===== src/rtl/psram_ctrl_pkg.sv =====
package psram_ctrl_pkg;

   typedef enum logic [2:0] {
      PH_IDLE  = 3'd0,
      PH_SETUP = 3'd1,
      PH_READ  = 3'd2,
      PH_WRITE = 3'd3,
      PH_GAP   = 3'd4
   } phase_t;

   // nanoseconds -> clocks, rounded up, never below one clock
   function automatic int unsigned ns2cyc(input int unsigned ns, input int unsigned period);
      int unsigned c;
      c = (ns + period - 1) / period;
      return (c == 0) ? 1 : c;
   endfunction

   function automatic int unsigned umax(input int unsigned a, input int unsigned b);
      return (a > b) ? a : b;
   endfunction

endpackage


===== src/rtl/psram_req_hold.sv =====
module psram_req_hold #(
   parameter int unsigned AW    = 22,
   parameter int unsigned DW    = 16,
   parameter int unsigned LANES = 2
) (
   input  logic             clk,
   input  logic             rst_n,
   input  logic             load,
   input  logic             in_write,
   input  logic [AW-1:0]    in_addr,
   input  logic [DW-1:0]    in_wdata,
   input  logic [LANES-1:0] in_mask,
   output logic             out_write,
   output logic [AW-1:0]    out_addr,
   output logic [DW-1:0]    out_wdata,
   output logic [LANES-1:0] out_mask
);

   always_ff @(posedge clk or negedge rst_n) begin
      if (!rst_n) begin
         out_write <= 1'b0;
         out_addr  <= '0;
         out_wdata <= '0;
         out_mask  <= '0;
      end else if (load) begin
         out_write <= in_write;
         out_addr  <= in_addr;
         out_wdata <= in_wdata;
         out_mask  <= in_mask;
      end
   end

endmodule


===== src/rtl/psram_phase_timer.sv =====
module psram_phase_timer #(
   parameter int unsigned W = 3
) (
   input  logic         clk,
   input  logic         rst_n,
   input  logic         restart,
   output logic [W-1:0] cnt
);

   always_ff @(posedge clk or negedge rst_n) begin
      if (!rst_n)
         cnt <= '0;
      else if (restart)
         cnt <= '0;
      else if (cnt != '1)
         cnt <= cnt + 1'b1;
   end

endmodule


===== src/rtl/psram_lane_enables.sv =====
module psram_lane_enables #(
   parameter int unsigned LANES = 2
) (
   input  logic             active,
   input  logic             is_read,
   input  logic [LANES-1:0] mask,
   output logic [LANES-1:0] be_n_nxt
);

   for (genvar i = 0; i < LANES; i++) begin : g_lane
      assign be_n_nxt[i] = !(active && (is_read || mask[i]));
   end

endmodule


===== src/rtl/psram_ctrl.sv =====
module psram_ctrl
   import psram_ctrl_pkg::*;
#(
   parameter int unsigned ADDR_W         = 22,
   parameter int unsigned DATA_W         = 16,
   parameter int unsigned CLK_NS         = 20,
   parameter int unsigned T_CYCLE_NS     = 70,
   parameter int unsigned T_DESEL_NS     = 15,
   parameter int unsigned T_CE_DATA_NS   = 70,
   parameter int unsigned T_OE_DATA_NS   = 35,
   parameter int unsigned T_WE_PULSE_NS  = 50,
   parameter int unsigned T_CE_WEND_NS   = 60,
   parameter int unsigned T_ADDR_WEND_NS = 60,
   parameter int unsigned T_DATA_WEND_NS = 25,
   parameter int unsigned T_BUS_REL_NS   = 25,
   parameter int unsigned T_SEL_MAX_NS   = 40000
) (
   input  logic                  clk,
   input  logic                  rst_n,
   input  logic                  req_valid,
   output logic                  req_ready,
   input  logic                  req_write,
   input  logic [ADDR_W-1:0]     req_addr,
   input  logic [DATA_W-1:0]     req_wdata,
   input  logic [DATA_W/8-1:0]   req_mask,
   output logic                  rsp_valid,
   output logic [DATA_W-1:0]     rsp_rdata,
   output logic [ADDR_W-1:0]     mem_addr,
   output logic                  mem_ce_n,
   output logic                  mem_oe_n,
   output logic                  mem_we_n,
   output logic [DATA_W/8-1:0]   mem_be_n,
   output logic [DATA_W-1:0]     mem_dq_out,
   output logic                  mem_dq_oe,
   input  logic [DATA_W-1:0]     mem_dq_in
);

   localparam int unsigned LANES     = DATA_W / 8;
   localparam int unsigned C_CYCLE   = ns2cyc(T_CYCLE_NS, CLK_NS);
   localparam int unsigned C_GAP     = ns2cyc(T_DESEL_NS, CLK_NS);
   localparam int unsigned C_RD      = umax(umax(ns2cyc(T_CE_DATA_NS, CLK_NS),
                                                 ns2cyc(T_OE_DATA_NS, CLK_NS)), C_CYCLE);
   localparam int unsigned C_PWE     = ns2cyc(T_WE_PULSE_NS, CLK_NS);
   localparam int unsigned C_REL     = ns2cyc(T_BUS_REL_NS, CLK_NS);
   localparam int unsigned C_SD      = ns2cyc(T_DATA_WEND_NS, CLK_NS);
   localparam int unsigned C_WR      = umax(umax(umax(C_PWE, ns2cyc(T_CE_WEND_NS, CLK_NS)),
                                                 umax(ns2cyc(T_ADDR_WEND_NS, CLK_NS), C_REL + C_SD)),
                                            C_CYCLE);
   localparam int unsigned C_SEL_MAX = T_SEL_MAX_NS / CLK_NS;
   localparam int unsigned C_TOP     = umax(umax(C_RD, C_WR), C_GAP);
   localparam int unsigned CNT_W     = $clog2(C_TOP + 1);

   // elaboration-time parameter checks
   if (CLK_NS == 0) begin : g_bad_clk
      $error("psram_ctrl: CLK_NS must be non-zero");
   end
   if (DATA_W == 0 || (DATA_W % 8) != 0) begin : g_bad_width
      $error("psram_ctrl: DATA_W must be a non-zero multiple of 8");
   end
   if (C_RD > C_SEL_MAX || C_WR > C_SEL_MAX) begin : g_bad_sel_R10
      $error("psram_ctrl: longest access exceeds the selection limit");
   end

   phase_t               ph_q, ph_d;
   logic [CNT_W-1:0]     cnt;
   logic [CNT_W:0]       cnt_ahead;
   logic                 accept, restart;
   logic                 hold_write;
   logic [LANES-1:0]     hold_mask;
   logic [LANES-1:0]     be_n_d;
   logic                 dq_oe_d;

   assign req_ready = (ph_q == PH_IDLE);
   assign accept    = req_valid && req_ready;

   psram_req_hold #(.AW(ADDR_W), .DW(DATA_W), .LANES(LANES)) i_hold (
      .clk       (clk),
      .rst_n     (rst_n),
      .load      (accept),
      .in_write  (req_write),
      .in_addr   (req_addr),
      .in_wdata  (req_wdata),
      .in_mask   (req_mask),
      .out_write (hold_write),
      .out_addr  (mem_addr),
      .out_wdata (mem_dq_out),
      .out_mask  (hold_mask)
   );

   psram_phase_timer #(.W(CNT_W)) i_timer (
      .clk     (clk),
      .rst_n   (rst_n),
      .restart (restart),
      .cnt     (cnt)
   );

   always_comb begin
      ph_d = ph_q;
      unique case (ph_q)
         PH_IDLE:  if (accept) ph_d = PH_SETUP;
         PH_SETUP: ph_d = hold_write ? PH_WRITE : PH_READ;
         PH_READ:  if (cnt == CNT_W'(C_RD - 1))  ph_d = PH_GAP;
         PH_WRITE: if (cnt == CNT_W'(C_WR - 1))  ph_d = PH_GAP;
         PH_GAP:   if (cnt == CNT_W'(C_GAP - 1)) ph_d = PH_IDLE;
         default:  ph_d = PH_IDLE;
      endcase
   end

   assign restart   = (ph_d != ph_q);
   assign cnt_ahead = restart ? '0 : ({1'b0, cnt} + 1'b1);
   assign dq_oe_d   = (ph_d == PH_WRITE) && (ph_q == PH_WRITE) &&
                      (cnt_ahead >= (CNT_W + 1)'(C_REL));

   psram_lane_enables #(.LANES(LANES)) i_lanes (
      .active   ((ph_d == PH_READ) || (ph_d == PH_WRITE)),
      .is_read  (ph_d == PH_READ),
      .mask     (hold_mask),
      .be_n_nxt (be_n_d)
   );

   always_ff @(posedge clk or negedge rst_n) begin
      if (!rst_n) begin
         ph_q      <= PH_IDLE;
         mem_ce_n  <= 1'b1;
         mem_oe_n  <= 1'b1;
         mem_we_n  <= 1'b1;
         mem_be_n  <= '1;
         mem_dq_oe <= 1'b0;
         rsp_valid <= 1'b0;
         rsp_rdata <= '0;
      end else begin
         ph_q      <= ph_d;
         mem_ce_n  <= !((ph_d == PH_READ) || (ph_d == PH_WRITE));
         mem_oe_n  <= !(ph_d == PH_READ);
         mem_we_n  <= !(ph_d == PH_WRITE);
         mem_be_n  <= be_n_d;
         mem_dq_oe <= dq_oe_d;
         rsp_valid <= (ph_q == PH_READ) && (ph_d == PH_GAP);
         if ((ph_q == PH_READ) && (ph_d == PH_GAP))
            rsp_rdata <= mem_dq_in;
      end
   end

endmodule


===== config.mk =====
export PLATFORM = sky130hd
export DESIGN_NAME = psram_ctrl
export DESIGN_NICKNAME = d
export VERILOG_FILES = /design/src/rtl/psram_ctrl_pkg.sv /design/src/rtl/psram_req_hold.sv /design/src/rtl/psram_phase_timer.sv /design/src/rtl/psram_lane_enables.sv /design/src/rtl/psram_ctrl.sv
export SDC_FILE = /design/constraint.sdc
export NUM_CORES = 1
export LEC_CHECK = 0
export CAP_MARGIN = 40
export CORE_AREA = 10 10 118 109
export CTS_CLUSTER_SIZE = 24
export DETAILED_ROUTE_END_ITERATION = 10
export DIE_AREA = 0 0 128 119
export DONT_BUFFER_PORTS = 1
export GPL_ROUTABILITY_DRIVEN = 0
export SYNTH_ARGS = -nofsm -noshare
export SYNTH_HDL_FRONTEND = slang
export SYNTH_SLANG_ARGS = --single-unit

===== constraint.sdc =====
create_clock -name clk -period 3 [get_ports clk]
set_input_delay 0.3 -clock clk [delete_from_list [all_inputs] [get_ports clk]]
set_output_delay 0.3 -clock clk [all_outputs]
set_load 0.01 [all_outputs]

=== Yosys cells after proc, flatten, opt, wreduce, memory -nomap -nowiden ===
Index checks and enable logic that the tools add are counted.

* Order comparisons: 1
* Multiplexer cells: 8
* Reduce and logical (&&, ||, !) cells: 18
* $add $sub $neg: 2
* Eq/ne operators: 10

{| class="wikitable"
|+ Operator list
! kind !! number
|-
| equality test 3 x 2 -> 1 bit, second input constant || 5
|-
| 2-to-1 mux 3 bit || 5
|-
| case mux 3 bit (4 select lines) || 1
|-
| equality test 3 bit, second input constant || 2
|-
| logical AND 1 bit || 6
|-
| zero test 3 bit || 2
|-
| zero test 1 bit || 5
|-
| adder 3 x 1 -> 4 bit, second input constant || 1
|-
| >= comparator 4 x 2 -> 1 bit, second input constant || 1
|-
| 2-to-1 mux 4 bit || 1
|-
| adder 3 x 1 -> 3 bit, second input constant || 1
|-
| equality test 3 x 1 -> 1 bit, second input constant || 1
|-
| logical OR 1 bit || 3
|-
| != test 3 bit || 1
|-
| != test 3 bit, second input constant || 1
|-
| nonzero test 2 bit || 1
|-
| OR reduction 2 bit || 1
|-
| 2-to-1 mux 1 bit || 1
|}

* Output and inout bits: 62
* Logic and storage cells: 52
* Register bits: 70
* Input port bits: 60

=== Logic depth before layout (Yosys ltp) ===
Gate-level depths: netlist (run 1).

* Depth in word-level cells: 8
* Depth in mapped cells: 6
* Depth with buffers taken out: 5

=== Hierarchy ===
From an unflattened synthesis (run 1), not the netlist that was laid out.

* Cells, all modules: 177
* Area, all modules: 2982.9 µm²

{| class="wikitable"
|+ By module, submodules not included
! module !! times used !! cells an instance !! sequential area each (µm²) !! area an instance (µm²)
|-
| psram_req_hold || 1 || 87 || 1026.0 || 1729.2
|-
| psram_ctrl || 1 || 77 || 656.9 || 1103.6
|-
| psram_phase_timer || 1 || 11 || 75.1 || 140.1
|-
| psram_lane_enables || 1 || 2 || 0.0 || 10.0
|}

=== Worst setup path after synthesis (run 1) ===
No wires, ideal clock.

* Path type: register -> register
* Start point: register i_timer.cnt[0]
* End point: register rsp_rdata[10]
* Library setup time: 0.125 ns
* Arrival: 1.614 ns
* Required time: 2.875 ns
* Path buffers: 2
* Stages on the path, launching flop included: 7
* Path slack: 1.261 ns
* Period minus slack after synthesis: 1.739 ns
* Cell sequence: dfrtp_1 -> ha_1 -> ha_1 -> nor4bb_4 -> buf_6 -> buf_12 -> mux2_4

* Longest elaborated chain between the ends: 5
* Elaborated cells between the ends (all ways): 7
* Classes of those cells: eq/ne (2); mux (3); reduce/logical (2)

{| class="wikitable"
|+ RTL lines
! what !! RTL line !! RTL
|-
| from (decl) || psram_phase_timer.sv:7 || <nowiki>output logic [W-1:0] cnt</nowiki>
|-
| from (signal assigned) || psram_phase_timer.sv:16 || <nowiki>cnt <= cnt + 1'b1;</nowiki>
|-
| equality test 3 x 2 -> 1 bit or zero test 3 bit (tied branches) || psram_ctrl.sv:102, psram_ctrl.sv:103, psram_ctrl.sv:104 ||
|-
| 2-to-1 mux 3 bit (on tied branches) || psram_ctrl.sv:102, psram_ctrl.sv:103, psram_ctrl.sv:104 ||
|-
| case mux 3 bit (4 select lines) (*) || psram_ctrl.sv:99 || <nowiki>unique case (ph_q)</nowiki>
|-
| equality test 3 bit (*) || psram_ctrl.sv:139 || <nowiki>if ((ph_q == PH_READ) && (ph_d == PH_GAP))</nowiki>
|-
| logical AND 1 bit (*) || psram_ctrl.sv:139 ||
|-
| to (signal assigned) || psram_ctrl.sv:140 || <nowiki>rsp_rdata <= mem_dq_in;</nowiki>
|-
| to (decl) || psram_ctrl.sv:27 || <nowiki>output logic [DATA_W-1:0] rsp_rdata,</nowiki>
|}

Every way passes the cells marked *; elsewhere a longest branch is shown, timed or not.
A chain may end at the register's enable or synchronous reset.

=== Final worst setup path (run 1) ===
* Start point: register ph_q[0]
* End point: register i_hold.out_addr[12]

* Longest elaborated chain between the ends: 2

{| class="wikitable"
|+ RTL lines
! what !! RTL line !! RTL
|-
| from (decl) || psram_ctrl.sv:64 || <nowiki>phase_t ph_q, ph_d;</nowiki>
|-
| from (signal assigned) || psram_ctrl.sv:132 || <nowiki>ph_q <= ph_d;</nowiki>
|-
| zero test 3 bit || psram_ctrl.sv:73 || <nowiki>assign req_ready = (ph_q == PH_IDLE);</nowiki>
|-
| via req_ready || psram_ctrl.sv:21 || <nowiki>output logic req_ready,</nowiki>
|-
| logical AND 1 bit || psram_ctrl.sv:74 || <nowiki>assign accept = req_valid && req_ready;</nowiki>
|-
| to (signal assigned) || psram_req_hold.sv:27 || <nowiki>out_addr <= in_addr;</nowiki>
|-
| to (decl) || psram_req_hold.sv:14 || <nowiki>output logic [AW-1:0] out_addr,</nowiki>
|}

The timed path passes the listed nets, and every way through them passes these cells.

==> run metrics, run 1 <==
site row count 36; root buf cell clkbuf_16; Clock power frac 0.258; Post-synth EDFFs 0; Sw Ratio 0.318; Syn Std Cell Area 3050 µm²; Synth Register Bits 70; Pint 0.00293 W; clock skew 0.00695 ns; critical path type reg2reg; Largest stage delay, worst path 0.51 ns; Layout area overhead 12.5%; first-pass GRT wire length 9.98 mm; max-cap violations 0; syn nets 244; CTS clk-pin slew, worst paths 0.06 ns; WP data arrival 2.29 ns; post-DP HPWL 4.59 mm; status completed; Num CTS Buffers 9; crit path max fanout 21; asr flop ratio synth 1.00; sequential group share of total power 0.478; maximum vdd drop 508 µV; Die X 128 µm; Slew HR 0.673; Synth Instances 180; Leak Pwr 1.52 nW; Die Height 119 µm; worst-margin pin slew 0.489 ns; Comb power frac 0.263; Syn Area/Cell 16.9 µm²; starting density of the core 0.289; drt wl/cell 19.7 µm; sw power 0.00137 W; fin cells 324; Synth Warn # 0; Cell Area, Placed 3070 µm²; core box area 10500 µm²; largest net degree at the start of global routing 71; Critical Path Source Type register; max-slew violations 0; min Tclk post-route 2.08 ns; global route total overflow 0; DRC errors left 0; final hold vios 0; Crit. End Element register; worst path required time 3.21 ns; port buffer count 0; post-route cell area 3430 µm²; Post-Place Cells 306; Post-CTS Setup Inserts 0; PwrDens 1260 nW/µm²; I/O Pins 122; Crit-path slowest cell dfrtp_1; CTS tree yes; drt via density 4.44; share of layout cells above drive strength 1 0.445; DR pass1 iterations 4; RSZ-0062 raised after global routing false; PostCTS Resize Cnt 0; Max H-tree Level 3; register area share after synthesis 0.577; Clock Sinks 70; antenna-violating nets left 0; DR vias 1440; initial antenna violation count 0; setup_tns 0 ns; crit-path cells nor3_4 > and2_4 > buf_4 > mux2_4; setup violators final 0; Hold WC Path Type in2reg; 1st-iter DRT viols 83; Fin Hold WS 0.119 ns; GRT Overall Usage 0.0841; Fmax 0.481 GHz; count of cell types in the netlist 28; vias in the first global route 1644; final worst-path cycle share 0.693; Die Area 15200 µm²; DRT Wirelength 6.37 mm; Max Buffers Root-to-Sink 2; Final #Nets 250; Antenna Cells 0; Post-Place Worst Slack 0.887 ns; worst-skew pair later-pin latency 0.32 ns; setup ws final 0.921 ns; top_reg_cell synth dfrtp_1
==> area by class of cell <==
type                       count  area, µm²
timing repair buffer           5       60.1
clock inverter                 6       86.3
tap                          133        166
fill                        1040       7110
clock buffer                  10        229
inverter                       5       18.8
multi-input combinational     95       1110
sequential                    70       1760
==> worst max-delay path, delay by kind of cell (launching register included) <==
| family | cells | cell delay (ns) |
|---|---|---|
| buf+inv | 1 | 0.32 |
| flops | 1 | 0.51 |
| mux | 1 | 0.33 |
| simple gates | 2 | 0.80 |
==> sequential cells by signal, summed over array words and instances (netlist names) <==
name	count
i_hold.out_addr	22
i_hold.out_wdata	16
rsp_rdata	16
i_timer.cnt	3
ph_q	3
i_hold.out_mask	2
mem_be_n	2
i_hold.out_write	1
mem_ce_n	1
mem_dq_oe	1
mem_oe_n	1
mem_we_n	1
rsp_valid	1
==> power groups by stage <==
stage | Sequential [W] | Clock [W] | Combinational (W)
after global placement | 0.00209 | 0 | 0.00109
after detailed placement | 0.00209 | 0 | 0.00113
after CTS | 0.00209 | 0.00115 | 0.00116
after floorplan | 0.00189 | 0 | 0.00116
after global routing | 0.00214 | 0.00120 | 0.00124
final | 0.00206 | 0.00111 | 0.00113
==> layout by cell type (no fill, tap or decap), types with 2 or more instances in the layout <==
| master | Yosys | layout |
|---|---|---|
| dfstp_2 | 5 | 5 |
| nand2_1 | 2 | 2 |
| clkbuf_16 | 0 | 9 |
| clkinv_2 | 0 | 2 |
| o21ai_0 | 5 | 5 |
| bufinv_16 | 0 | 2 |
| mux2_4 | 49 | 49 |
| nor2b_1 | 3 | 3 |
| nor2_1 | 4 | 4 |
| ha_1 | 4 | 4 |
| nor3_1 | 3 | 3 |
| nand3_1 | 2 | 2 |
| mux2i_1 | 2 | 2 |
| mux2_2 | 8 | 8 |
| inv_1 | 5 | 5 |
| buf_4 | 1 | 3 |
| a21oi_1 | 2 | 2 |
| dfrtp_1 | 65 | 65 |
==> routing by layer <==
layer,track usage,share of wire,vias up
li1,-,-,632
met1,0.0965,0.39,723
met2,0.133,0.49,76
met3,0.0443,0.11,9
met4,0.0239,0.010,0
met5,0,0,-
==> synthesized netlist by cell type (all sizes together), types with 2 or more instances <==
| library cell | instances | area share |
|---|---|---|
| a21oi | 2 | 0.0033 |
| o21ai | 5 | 0.0082 |
| ha | 4 | 0.016 |
| nand3 | 2 | 0.0033 |
| nor2 | 4 | 0.0049 |
| nand2 | 2 | 0.0025 |
| inv | 5 | 0.0062 |
| buf | 10 | 0.053 |
| mux2i | 2 | 0.0066 |
| dfstp | 5 | 0.043 |
| nor3 | 4 | 0.010 |
| mux2 | 57 | 0.27 |
| nor2b | 3 | 0.0062 |
| dfrtp | 65 | 0.53 |
==> metrics by stage <==
stage          total power (W)  utilization
4_1_cts                0.00439        0.325
3_3_place_gp           0.00318        0.292
3_5_place_dp           0.00322        0.292
2_1_floorplan          0.00305            -
6_report               0.00430        0.325
5_1_grt                0.00458        0.325
==> final timing paths <==
kind / start / endpoint / slack [ns] / cells after the start
max in group asynchronous: rst_n / mem_be_n[1] / 2.14 / 2
worst max-delay path: ph_q[0] / i_hold.out_addr[12] / 0.92 / 4
min in group asynchronous: rst_n / rsp_rdata[12] / 0.53 / 2
worst min-delay path: req_wdata[5] / i_hold.out_wdata[5] / 0.12 / 1
worst max register to register: ph_q[0] / i_hold.out_addr[12] / 0.92 / 4
worst min register to register: i_hold.out_mask[0] / mem_be_n[0] / 0.44 / 1
==> repair_timing <==
action                                 4_1_cts  5_1_grt
setup endpoints to repair                    0        0
hold buffers                                 2        0
endpoints found under the hold margin       70        0
==> cell families after synthesis <==
group                    after synthesis  synth area share
flip-flops                            70             0.577
multiplexers                          59             0.278
AND/OR/NAND/NOR                       21            0.0485
buffers and inverters                 15            0.0591
AO/OA/AOI/OAI                         10            0.0185
adder cells (fa/ha/maj)                4            0.0164
XOR/XNOR                               1           0.00288
Note: power is estimated with default switching activity, not from simulation.
==> run 2: changes to the inputs <==
==> constraint.sdc (replaced) <==
create_clock -name clk -period 1.67 [get_ports clk]
set_input_delay 0.167 -clock clk [delete_from_list [all_inputs] [get_ports clk]]
set_output_delay 0.167 -clock clk [all_outputs]
set_load 0.01 [all_outputs]
==> run 2 against run 1 <==
Effect of this change: the run now ends with negative hold slack left; largest cell class unchanged; critical path depth rose by 2; register-to-register slack got worse by 0.90 ns; critical endpoint is now rsp_rdata[10]; worst setup slack got worse by 0.90 ns; total power increased by 86%; highest routed layer unchanged; largest power group unchanged; sequential share of layout area fell by 8.9 points; clock skew fell by 0.0037 ns; non-clock buffer count grew 66; fmax grew 26%; critical path type unchanged; flip-flop and latch count is the same; utilization up 6.8 points; first-iteration DRC count down 30%.
==> run metrics, run 2 (synthesis results as in run 1) <==
CTS tree yes; crit path max fanout 8; drt via density 4.32; failing checks negative hold slack; DR pass1 iterations 4; 1st-iter DRT viols 58; Hold WC Path Type in2async; worst-margin pin slew 0.447 ns; Cell Area, Placed 3170 µm²; crit-path cells ha_4 > ha_4 > nor4bb_4 > buf_6 > clkbuf_16 > mux2_4; I/O Pins 122; setup ws final 0.0207 ns; Max Buffers Root-to-Sink 2; Die X 128 µm; final hold vios 70; vias in the first global route 1937; Max H-tree Level 3; RSZ-0062 raised after global routing true; Crit-path slowest cell dfrtp_1; Post-Place Cells 313; hold buffers post-CTS 58; status finished, violations left; drt wl/cell 18.6 µm; first-pass GRT wire length 11.3 mm; Leak Pwr 1.83 nW; DRC errors left 0; max-cap violations 0; core box area 10500 µm²; maximum vdd drop 834 µV; most frequent CP cell ha_4; DR vias 1685; post-DP HPWL 4.70 mm; port buffer count 0; GRT Overall Usage 0.0941; met3 Use GR 0.0439; Num CTS Buffers 9; fin cells 390; post-route cell area 4140 µm²; root buf cell clkbuf_16; Antenna Cells 0; CTS clk-pin slew, worst paths 0.05 ns; site row count 36; antenna-violating nets left 0; Fmax 0.606 GHz; number of flip-flops in the largest register 22; final worst-path cycle share 0.988; WP data arrival 1.85 ns; worst path required time 1.87 ns; Layout area overhead 36.0%; initial antenna violation count 0; share of layout cells above drive strength 1 0.370; DRT Wirelength 7.24 mm; met1 Use GR 0.0980; Final #Nets 316; Die Height 119 µm; layer with the highest usage met2; max-slew violations 0; cell family with the largest share of critical-path delay flip-flops; clock skew 0.00327 ns; worst-skew pair later-pin latency 0.32 ns; GR Util met2 0.161; largest reg by FF count i_hold.out_addr; min Tclk post-route 1.65 ns; Critical Path Source Type register; setup violators final 0; WP buf/inv 2; global route total overflow 0; Post-Place Worst Slack -0.00593 ns; Clock Sinks 70; commonest non-fill, non-tap cell in the layout dfrtp_1; Die Area 15200 µm²; Top Registers i_hold.out_addr x22, i_hold.out_wdata x16, rsp_rdata x16; Largest stage delay, worst path 0.40 ns; largest net degree at the start of global routing 71; Crit. End Element register; critical path type reg2reg; PwrDens 1940 nW/µm²; Slew HR 0.699; most frequent cells in the layout 65 x dfrtp_1, 58 x dlygate4sd3_1, 56 x mux2_4; starting density of the core 0.289; Fin Hold WS -0.461 ns
## run 2: cell types whose count changed in the layout (fill, tap and decap cells not counted), sizes merged
cell         before  now
dlygate4sd3       1   58
buf               4   11
clkbuf           10   13
bufinv            2    1
## run 2: cell type report
cell class                      instances  area, µm²
Inverter                                5       18.8
Clock buffer                           11        233
Fill cell                             951       6400
Sequential cell                        70       1760
Tap cell                              133        166
Multi-Input combinational cell         95       1160
Timing Repair Buffer                   71        754
Clock inverter                          5       52.6
## run 2: final timing paths
| check | depth (start not counted) | endpoint | slack, ns | start |
|---|---|---|---|---|
| setup reg to reg | 6 | rsp_rdata[10] | 0.02 | i_timer.cnt[1] |
| setup / recovery | 6 | rsp_rdata[10] | 0.02 | i_timer.cnt[1] |
| max in group asynchronous | 0 | mem_oe_n | 1.93 | rst_n |
| hold reg to reg | 1 | mem_be_n[0] | 0.44 | i_hold.out_mask[0] |
| min in group clk | 3 | i_timer.cnt[2] | 0.26 | req_valid |
| hold / removal | 0 | i_hold.out_addr[13] | -0.46 | rst_n |
## run 2: timing repair
item / 4_1_cts / 5_1_grt
gates resized for setup: 1 / 9
endpoints found under the setup margin: 7 / 10
cloned: 0 / 2
pin swaps: 0 / 0
endpoints found under the hold margin: 128 / 70
setup buffers: 0 / 1
## run 2: per-stage QoR
step	util	power [W]	hold slack, ns	TNS [ns]
floorplan	-	0.00549	-0.129	0
global placement	0.301	0.00591	-0.127	0
detailed placement	0.301	0.00598	-0.127	-0.00782
CTS	0.384	0.00800	-0.481	0
global route	0.393	0.00849	-0.486	-0.809
finish	0.393	0.00802	-0.461	0
## run 2: worst reg2reg max path: stages, from the launching register on
cell and delay (ns):
dfrtp_1 0.40, ha_4 0.17, ha_4 0.14, nor4bb_4 0.20
buf_6 0.17, clkbuf_16 0.16, mux2_4 0.30
## run 2: power breakdown
part / leakage [nW] / switching (W) / internal [W] / total [W]
clock: 0.139 / 0.000657 / 0.00115 / 0.00180
sequential: 0.826 / 0.00107 / 0.00261 / 0.00368
combinational: 0.861 / 0.000815 / 0.00172 / 0.00254
total: 1.83 / 0.00254 / 0.00548 / 0.00802
## run 2: layer usage
metal  vias up  wire, µm
met5         -         0
met4         0        99
met3         8       639
met2        66      3800
met1       840      2710
li1        771         -
==> run 3: changes to the inputs <==
--- a/config.mk
+++ b/config.mk
@@ -7,6 +7,7 @@
 export LEC_CHECK = 0
 export CAP_MARGIN = 40
 export CORE_AREA = 10 10 118 109
+export CTS_CLUSTER_DIAMETER = 30
 export CTS_CLUSTER_SIZE = 24
 export DETAILED_ROUTE_END_ITERATION = 10
 export DIE_AREA = 0 0 128 119
==> constraint.sdc (replaced) <==
create_clock -name clk -period 1.67 [get_ports clk]
set_input_delay 0.334 -clock clk [delete_from_list [all_inputs] [get_ports clk]]
set_output_delay 0.334 -clock clk [all_outputs]
set_load 0.01 [all_outputs]
==> run 3 against run 2 <==
Effect of this change: utilization down 5.6 points; the flow still finishes with violations (negative hold slack); die area unchanged; largest power group unchanged; via count is 14% lower; clock-buffer cell count is the same; highest routed layer unchanged; clock power barely moved; critical path type unchanged; worst setup slack worse by 0.0023 ns; sequential power about the same; register-to-register slack barely moved.
==> run metrics, run 3 (synthesis results as in run 1) <==
status finished, violations left; failing checks negative hold slack; DR vias 1452; I/O Pins 122; crit-path cells ha_4 > ha_4 > nor4bb_4 > buf_6 > clkbuf_16 > mux2_4; core box area 10500 µm²; critical path depth 6; share of layout cells above drive strength 1 0.477; CTS clk-pin slew, worst paths 0.05 ns; 1st-iter DRT viols 58; Num CTS Buffers 9; antenna-violating nets left 0; root buf cell clkbuf_16; Reg2Reg Depth 6; setup violators final 0; number of flip-flops in the largest register 22; most frequent CP cell ha_4; WP data arrival 1.86 ns; Post-Place Cells 313; first-pass GRT wire length 9.60 mm; Top Registers i_hold.out_addr x22, i_hold.out_wdata x16, rsp_rdata x16; Layout area overhead 16.6%; commonest non-fill, non-tap cell in the layout dfrtp_1; Crit-path slowest cell dfrtp_1; Hold WC Path Type in2async; Fmax 0.605 GHz; final hold vios 70; Post-Place Worst Slack -0.00593 ns; maximum vdd drop 1010 µV; Leak Pwr 1.57 nW; DR pass1 iterations 3; Die Height 119 µm; post-DP HPWL 4.70 mm; most frequent cells in the layout 65 x dfrtp_1, 53 x mux2_4, 11 x clkbuf_16; Antenna Cells 0; Die Area 15200 µm²; fin cells 332; clock skew 0.00286 ns; Slew HR 0.699; site row count 36; port buffer count 0; Critical Path Source Type register; CTS tree yes; worst path required time 1.88 ns; Final #Nets 258; critical path type reg2reg; largest reg by FF count i_hold.out_addr; drt via density 4.37; max-cap violations 0; WP buf/inv 2; largest net degree at the start of global routing 71; Crit. End Element register; drt wl/cell 19.6 µm; worst-skew pair later-pin latency 0.32 ns; Max H-tree Level 3; Fin Hold WS -0.294 ns; Final Util 0.337; crit path max fanout 8; global route total overflow 0; DRC errors left 0; Largest stage delay, worst path 0.40 ns; min Tclk post-route 1.65 ns; worst-margin pin slew 0.447 ns; final worst-path cycle share 0.989; Clock Sinks 70; DRT Wirelength 6.50 mm; Die X 128 µm; starting density of the core 0.289; setup ws final 0.0183 ns; vias in the first global route 1598; GRT Overall Usage 0.0817; fillers 1000; initial antenna violation count 0; max-slew violations 0; cell family with the largest share of critical-path delay flip-flops; RSZ-0062 raised after global routing true; Max Buffers Root-to-Sink 2; PwrDens 2210 nW/µm²
## run 3: final cells by class
type / count / area, µm² / area share
multi-input cells: 95 / 1150 / 0.323
clock inverters: 5 / 52.6 / 0.0148
clock buffers: 11 / 233 / 0.0655
inverters: 5 / 18.8 / 0.00529
flip-flops and latches: 70 / 1760 / 0.495
repair buffers: 13 / 174 / 0.0490
well taps: 133 / 166 / 0.0469
## run 3: power by group
group          internal (W)  switching (W)  total, W
clock network       0.00115       0.000658   0.00181
registers           0.00261        0.00105   0.00366
logic               0.00161       0.000771   0.00238
## run 3: path summary, 6_finish.rpt
| kind | slack, ns | from | end |
|---|---|---|---|
| max in group asynchronous | 1.76 | rst_n | mem_oe_n |
| min in group clk | 0.16 | req_addr[15] | i_hold.out_addr[15] |
| worst min-delay path | -0.29 | rst_n | i_hold.out_addr[13] |
| worst max register to register | 0.02 | i_timer.cnt[1] | rsp_rdata[10] |
| worst max-delay path | 0.02 | i_timer.cnt[1] | rsp_rdata[10] |
| worst min register to register | 0.44 | i_hold.out_mask[0] | mem_be_n[0] |
## run 3: routing by layer
metal,GRT usage,vias up,share of wire
li1,-,659,-
met1,0.0857,718,0.37
met2,0.130,67,0.51
met3,0.0479,8,0.11
met4,0.0359,0,0.015
met5,0,-,0
## run 3: metrics by stage
step	power (W)	instance area, µm²	hold slack [ns]	TNS (ns)
after detailed placement	0.00598	3170	0.0404	-0.00782
after global placement	0.00591	3170	0.0404	0
after floorplan	0.00549	3050	0.0384	0
final	0.00784	3550	-0.294	0
after global routing	0.00833	3550	-0.320	-0.712
after CTS	0.00789	3460	-0.314	0
## run 3: repair_timing
item | CTS | global route
setup endpoints to repair | 7 | 10
pin swaps | 0 | 0
endpoints found under the hold margin | 70 | 70
resized for setup | 1 | 6
gates cloned | 0 | 2
setup buffers | 0 | 1
